`src/rtl/wkd_pkg.sv`:
```
package wkd_pkg;
  localparam int unsigned MODE_W = 3;

  typedef enum logic [MODE_W-1:0] {
    WK_RISE = 3'd0,
    WK_FALL = 3'd1,
    WK_BOTH = 3'd2,
    WK_HIGH = 3'd3,
    WK_LOW  = 3'd4
  } wk_mode_e;
endpackage

```
`src/rtl/wkd_run_counter.sv`:
```
module wkd_run_counter #(
  parameter int unsigned THR_W = 8,
  localparam int unsigned RUN_W = THR_W + 1
) (
  input  logic             clk_i,
  input  logic             rst_ni,
  input  logic             en_i,
  input  logic             changed_i,
  output logic [RUN_W-1:0] run_o,
  output logic             stepped_o
);
  localparam logic [RUN_W-1:0] RUN_MAX = {RUN_W{1'b1}};
  localparam logic [RUN_W-1:0] RUN_ONE = {{(RUN_W-1){1'b0}}, 1'b1};

  logic [RUN_W-1:0] cnt_q;

  // Length of the current level run, this sample included.
  always_comb begin
    if (changed_i) begin
      run_o     = RUN_ONE;
      stepped_o = 1'b1;
    end else if (cnt_q == RUN_MAX) begin
      run_o     = RUN_MAX;
      stepped_o = 1'b0;
    end else begin
      run_o     = cnt_q + RUN_ONE;
      stepped_o = 1'b1;
    end
  end

  always_ff @(posedge clk_i or negedge rst_ni) begin
    if (!rst_ni)    cnt_q <= '0;
    else if (!en_i) cnt_q <= '0;
    else            cnt_q <= run_o;
  end
endmodule

```
`src/rtl/wkd_detector.sv`:
```
module wkd_detector
  import wkd_pkg::*;
#(
  parameter int unsigned THR_W = 8
) (
  input  logic              clk_i,
  input  logic              rst_ni,
  input  logic              pin_i,
  input  logic              en_i,
  input  logic [MODE_W-1:0] mode_i,
  input  logic [THR_W-1:0]  thresh_i,
  output logic              hit_o
);
  localparam int unsigned RUN_W = THR_W + 1;

  logic             pin_q;
  logic             changed;
  logic [RUN_W-1:0] run;
  logic             stepped;
  logic [RUN_W-1:0] target;
  logic             timed_hit;

  always_ff @(posedge clk_i or negedge rst_ni) begin
    if (!rst_ni) pin_q <= 1'b0;
    else         pin_q <= pin_i;
  end

  assign changed = pin_i ^ pin_q;

  wkd_run_counter #(.THR_W(THR_W)) u_run (
    .clk_i     (clk_i),
    .rst_ni    (rst_ni),
    .en_i      (en_i),
    .changed_i (changed),
    .run_o     (run),
    .stepped_o (stepped)
  );

  assign target    = {1'b0, thresh_i} + {{(RUN_W-1){1'b0}}, 1'b1};
  assign timed_hit = stepped && (run == target);

  always_comb begin
    hit_o = 1'b0;
    if (en_i) begin
      case (mode_i)
        WK_RISE: hit_o = pin_i & ~pin_q;
        WK_FALL: hit_o = ~pin_i & pin_q;
        WK_BOTH: hit_o = changed;
        WK_HIGH: hit_o = pin_i & timed_hit;
        WK_LOW:  hit_o = ~pin_i & timed_hit;
        default: hit_o = 1'b0;
      endcase
    end
  end
endmodule

```
`src/rtl/wkd_cause_bank.sv`:
```
module wkd_cause_bank #(
  parameter int unsigned NUM_DET = 4
) (
  input  logic               clk_i,
  input  logic               rst_ni,
  input  logic [NUM_DET-1:0] hit_i,
  input  logic               wr_i,
  input  logic [NUM_DET-1:0] wdata_i,
  output logic [NUM_DET-1:0] cause_o
);
  logic [NUM_DET-1:0] cause_q;

  // A software write wins over every detection in the same cycle.
  always_ff @(posedge clk_i or negedge rst_ni) begin
    if (!rst_ni)   cause_q <= '0;
    else if (wr_i) cause_q <= cause_q & ~wdata_i;
    else           cause_q <= cause_q | hit_i;
  end

  assign cause_o = cause_q;
endmodule

```
`src/rtl/pin_wakeup_detector.sv`:
```
module pin_wakeup_detector
  import wkd_pkg::*;
#(
  parameter int unsigned NUM_DET = 4,
  parameter int unsigned THR_W   = 8
) (
  input  logic                       clk_i,
  input  logic                       rst_ni,
  input  logic [NUM_DET-1:0]         pin_i,
  input  logic [NUM_DET-1:0]         det_en_i,
  input  logic [MODE_W*NUM_DET-1:0]  det_mode_i,
  input  logic [THR_W*NUM_DET-1:0]   det_thresh_i,
  input  logic                       cause_wr_i,
  input  logic [NUM_DET-1:0]         cause_wdata_i,
  output logic [NUM_DET-1:0]         cause_o,
  output logic                       wkup_req_o
);
  logic [NUM_DET-1:0] hit;

  for (genvar g = 0; g < NUM_DET; g++) begin : g_det
    wkd_detector #(.THR_W(THR_W)) u_det (
      .clk_i    (clk_i),
      .rst_ni   (rst_ni),
      .pin_i    (pin_i[g]),
      .en_i     (det_en_i[g]),
      .mode_i   (det_mode_i[MODE_W*g +: MODE_W]),
      .thresh_i (det_thresh_i[THR_W*g +: THR_W]),
      .hit_o    (hit[g])
    );
  end

  wkd_cause_bank #(.NUM_DET(NUM_DET)) u_cause (
    .clk_i   (clk_i),
    .rst_ni  (rst_ni),
    .hit_i   (hit),
    .wr_i    (cause_wr_i),
    .wdata_i (cause_wdata_i),
    .cause_o (cause_o)
  );

  assign wkup_req_o = |cause_o;
endmodule

```
`config.mk`:
```
export PLATFORM = sky130hd
export DESIGN_NAME = pin_wakeup_detector
export DESIGN_NICKNAME = d
export VERILOG_FILES = /design/src/rtl/wkd_pkg.sv /design/src/rtl/wkd_run_counter.sv /design/src/rtl/wkd_detector.sv /design/src/rtl/wkd_cause_bank.sv /design/src/rtl/pin_wakeup_detector.sv
export SDC_FILE = /design/constraint.sdc
export NUM_CORES = 1
export LEC_CHECK = 0
export BUFFER_PORTS_ARGS = -buffer_cell sky130_fd_sc_hd__buf_2
export CORE_UTILIZATION = 30
export CTS_CLUSTER_DIAMETER = 150
export CTS_CLUSTER_SIZE = 30
export DETAILED_ROUTE_END_ITERATION = 6
export GPL_TIMING_DRIVEN = 0
export PLACE_DENSITY = 0.53
export SLEW_MARGIN = 10
export SYNTH_ARGS = -nofsm -noshare
export SYNTH_HDL_FRONTEND = slang
export SYNTH_SLANG_ARGS = --single-unit
```
`constraint.sdc`:
```
create_clock -name clk_i -period 2.17 [get_ports clk_i]
set_input_delay 0.434 -clock clk_i [delete_from_list [all_inputs] [get_ports clk_i]]
set_output_delay 0.434 -clock clk_i [all_outputs]
set_load 0.03 [all_outputs]
```
==> load_flow_metrics.sql <==
INSERT INTO impl_metrics (metric_group, metric, value, unit) VALUES
('outcome', 'result_of_the_run', 'finished, violations left', ''),
('outcome', 'violations', 'DRC', ''),
('pwr', 'powerDensity', '489', 'nW/µm²'),
('grt', 'global_route_wire_length_before_repair', '16.1', 'mm'),
('hold_path', 'hold_path.class', 'in2reg', ''),
('layout', 'layoutNonFillerInstCount', '676', ''),
('floorplan', 'core', '11600', 'µm²'),
('layout', 'fill_cells', '1181', ''),
('routing', 'drc', '1', ''),
('setup_path', 'worst-endpoint-required', '2.36', 'ns'),
('timing', 'finClkSkew', '0.00498', 'ns'),
('routing', 'routed_wire_length_per_instance', '14.3', 'µm'),
('clock_network', 'clock_tree_from_tritoncts', 'yes', ''),
('timing', 'worst-slew-pin-transition', '1.03', 'ns'),
('timing', 'final.hold.worst_slack', '0.313', 'ns'),
('setup_path', 'startpoint_type', 'flop', ''),
('routing', 'routed_via_density', '5.36', ''),
('floorplan', 'fp.dieH', '112', 'µm'),
('routing', 'drtIter0Drc', '194', ''),
('logic_synthesis', 'synth.cell_area', '3650', 'µm²'),
('floorplan', 'floorplan.initialDensity', '31.4', '%'),
('place', 'detailed_place_hpwl', '7.33', 'mm'),
('layout', 'layout-drive-gt1-share', '23.5', '%'),
('pwr', 'vdd_ir_drop_max', '418', 'µV'),
('logic_synthesis', 'synth_ff_type', 'dfrtp_1', ''),
('clock_network', 'cts_max_path_buffers', '2', ''),
('place', 'port-buffer-count', '63', ''),
('grt', 'grt_start_max_net_pins', '45', ''),
('flow_run', 'cap_viol_max_count', '0', ''),
('logic_synthesis', 'syn_avg_cell_area', '8.18', 'µm²'),
('logic_synthesis', 'synth.yosys.warnings', '0', ''),
('timing', 'maxSlewHeadroom', '31.3', '%'),
('routing', 'wirelength', '9.64', 'mm'),
('setup_path', 'criticalPathCategory', 'reg2reg', ''),
('logic_synthesis', 'synthArstFlopShare', '100', '%'),
('floorplan', 'placementRows', '39', ''),
('clock_network', 'clock_sinks', '44', ''),
('clock_network', 'num_cts_buffers', '5', ''),
('layout', 'antenna-diode-count', '0', ''),
('routing', 'first_pass_iteration_count_of_the_detailed_router', '7', ''),
('logic_synthesis', 'ys_seq_elements', '44', ''),
('place', 'routability_congestion_estimate', '0.845', ''),
('floorplan', 'die_x', '112', 'µm'),
('clock_network', 'clockRootBuffer', 'clkbuf_16', ''),
('clock_network', 'cts.reportedPaths.clkPinSlew', '0.07', 'ns'),
('layout', 'synthesis_to_layout_area_growth', '25.9', '%'),
('setup_path', 'critPathMaxFanout', '10', ''),
('logic_synthesis', 'syn-instance-count', '446', ''),
('routing', 'route.antenna.remaining_nets', '0', ''),
('timing', 'min_period', '2.09', 'ns'),
('grt', 'antenna_found_initial', '0', ''),
('timing', 'final.setup.worst_slack', '0.0810', 'ns'),
('routing', 'routed-via-count', '3620', ''),
('timing', 'maxClockFrequency', '479', 'MHz'),
('grt', 'grt.overflow.total', '0', ''),
('grt', 'gr-usage-all-layers', '15.6', '%'),
('layout', 'multi_input_gate_area_in_the_final_layout', '2630', 'µm²'),
('clock_network', 'htree_levels', '2', ''),
('timing', 'slew_violations', '0', ''),
('logic_synthesis', 'synth_cell_types', '64', ''),
('layout', 'final_nets', '599', ''),
('place', 'worst_slack_after_detailed_placement', '-0.319', 'ns'),
('pwr', 'p_leak', '0.00184', 'µW'),
('grt', 'first_global_vias', '3397', ''),
('floorplan', 'ioPinCount', '64', ''),
('setup_path', 'cp_data_arrival_time', '2.28', 'ns'),
('timing', 'period_share', '96.3', '%'),
('clock_network', 'cts_hold_buf', '0', ''),
('timing', 'report.final.setup_viol', '0', ''),
('logic_synthesis', 'synth-edff-count', '0', ''),
('place', 'place_inst', '652', ''),
('floorplan', 'die_footprint', '12600', 'µm²'),
('logic_synthesis', 'synth_seq_area_share', '30.2', '%'),
('logic_synthesis', 'post_synthesis_net_count', '513', ''),
('timing', 'totalNegativeSetupSlack', '0', 'ns'),
('clock_network', 'worstSkewPairLatency', '0.28', 'ns'),
('timing', 'hold_viol_final', '0', ''),
('setup_path', 'capturing_element_type_of_the_critical_path', 'flop', ''),
('layout', 'seqCellArea', '1110', 'µm²');
routing by layer:
layer  track usage [%]  vias up  part of all wire [%]
met1              21.9     1697                    48
met2              26.1       82                    48
met4              3.02        0                   1.0
met3              1.78        6                   3.0
li1                  -     1835                     -
met5                 0        -                     0
power breakdown:
group	switching (µW)	total, µW	internal, µW
combinational	275	488	213
sequential	28.8	868	839
clock	341	888	548
cell type report:
type / instances / share of cell area, %
tap: 143 / 3.90
sequential: 44 / 24.1
buffer: 3 / 0.436
clock buffer: 5 / 2.72
clock inverter: 3 / 1.04
timing repair buffer: 80 / 9.73
multi-input combinational: 389 / 57.4
inverter: 9 / 0.736
cell usage after synthesis (3+ instances only):
library cell  count  area share [%]
a41oi_1           3            0.72
a21oi_1          30             4.1
nor2_1           53             5.5
nand3_1          27             3.7
nand4_1          18             3.1
mux2i_1           8             2.2
and2_1            4            0.69
o31ai_1           6             1.2
or3_1             3            0.51
and4_1            5             1.2
dfrtp_1          44              30
o22ai_1           4            0.69
a31oi_1           9             1.5
a211oi_1          7             1.4
xor2_1           26             6.2
and3_1            9             1.5
nor4b_1           3            0.72
nor2b_1           5            0.86
o21ai_0          16             2.2
ha_1              8             2.7
xnor2_1          35             8.4
nand2_1          43             4.4
nor3_1           15             2.1
nand3b_1          4            0.82
nand2b_1          4            0.69
inv_1             9            0.93
cells by family after synthesis:
logic type      count (synthesis)  share of synthesized area, %
buf+inv                        13                          1.41
compound gates                103                          18.8
fa+ha+maj                       8                          2.74
flops                          44                          30.2
mux                             9                          2.57
xor+xnor                       63                          15.5
simple gates                  206                          28.8
cells in the final DEF, fill, tap and decap left out, types with 9 or more instances in the layout:
master   netlist  final
a21oi_1       30     29
buf_2          2     63
buf_4          0     16
dfrtp_1       44     40
inv_1          9      9
nand2_1       43     42
nand3_1       27     27
nand4_1       18     18
nor2_1        53     52
nor3_1        15     15
o21ai_0       16     13
xnor2_1       35     34
xor2_1        26     26
repair_timing:
item | 4_1_cts | 5_1_grt
buffers inserted | 9 | 8
pin swaps | 7 | 7
resized for setup | 25 | 13
cloned | 0 | 0
endpoints found under the setup margin | 4 | 4
stage by stage:
step | power (µW) | util, % | instance area, µm²
floorplan | 1140 | - | 3650
global placement | 1310 | 35.7 | 4140
detailed placement | 1320 | 35.7 | 4140
CTS | 2240 | 38.5 | 4470
global route | 2360 | 39.5 | 4590
finish | 2240 | 39.5 | 4590
sequential cells by signal, summed over array words and instances, names as in the netlist:
signal,cells
g_det.u_det.u_run.cnt_q,36
g_det.u_det.pin_q,4
u_cause.cause_o,4
worst max-delay path, stage by stage (launching register included):
cell       delay, ns
dfrtp_1         0.39
ha_4            0.16
and4_4          0.25
or3b_4          0.41
buf_6           0.16
a21oi_2         0.14
xnor2_1         0.13
o2111ai_1       0.12
o31ai_2         0.24
path summary, 6_finish.rpt:
kind                                                from                            end  slack [ns]  cells past startpoint
setup / recovery           g_det[3].u_det.u_run.cnt_q[1]             u_cause.cause_o[3]        0.08                      8
hold reg to reg            g_det[3].u_det.u_run.cnt_q[8]  g_det[3].u_det.u_run.cnt_q[8]        0.57                      2
max in group asynchronous                         rst_ni  g_det[0].u_det.u_run.cnt_q[0]        1.13                      1
min in group asynchronous                         rst_ni  g_det[0].u_det.u_run.cnt_q[1]        0.32                      1
hold / removal                                  pin_i[1]           g_det[1].u_det.pin_q        0.31                      1
setup reg to reg           g_det[3].u_det.u_run.cnt_q[1]             u_cause.cause_o[3]        0.08                      8
(Power assumes the default switching activity.)
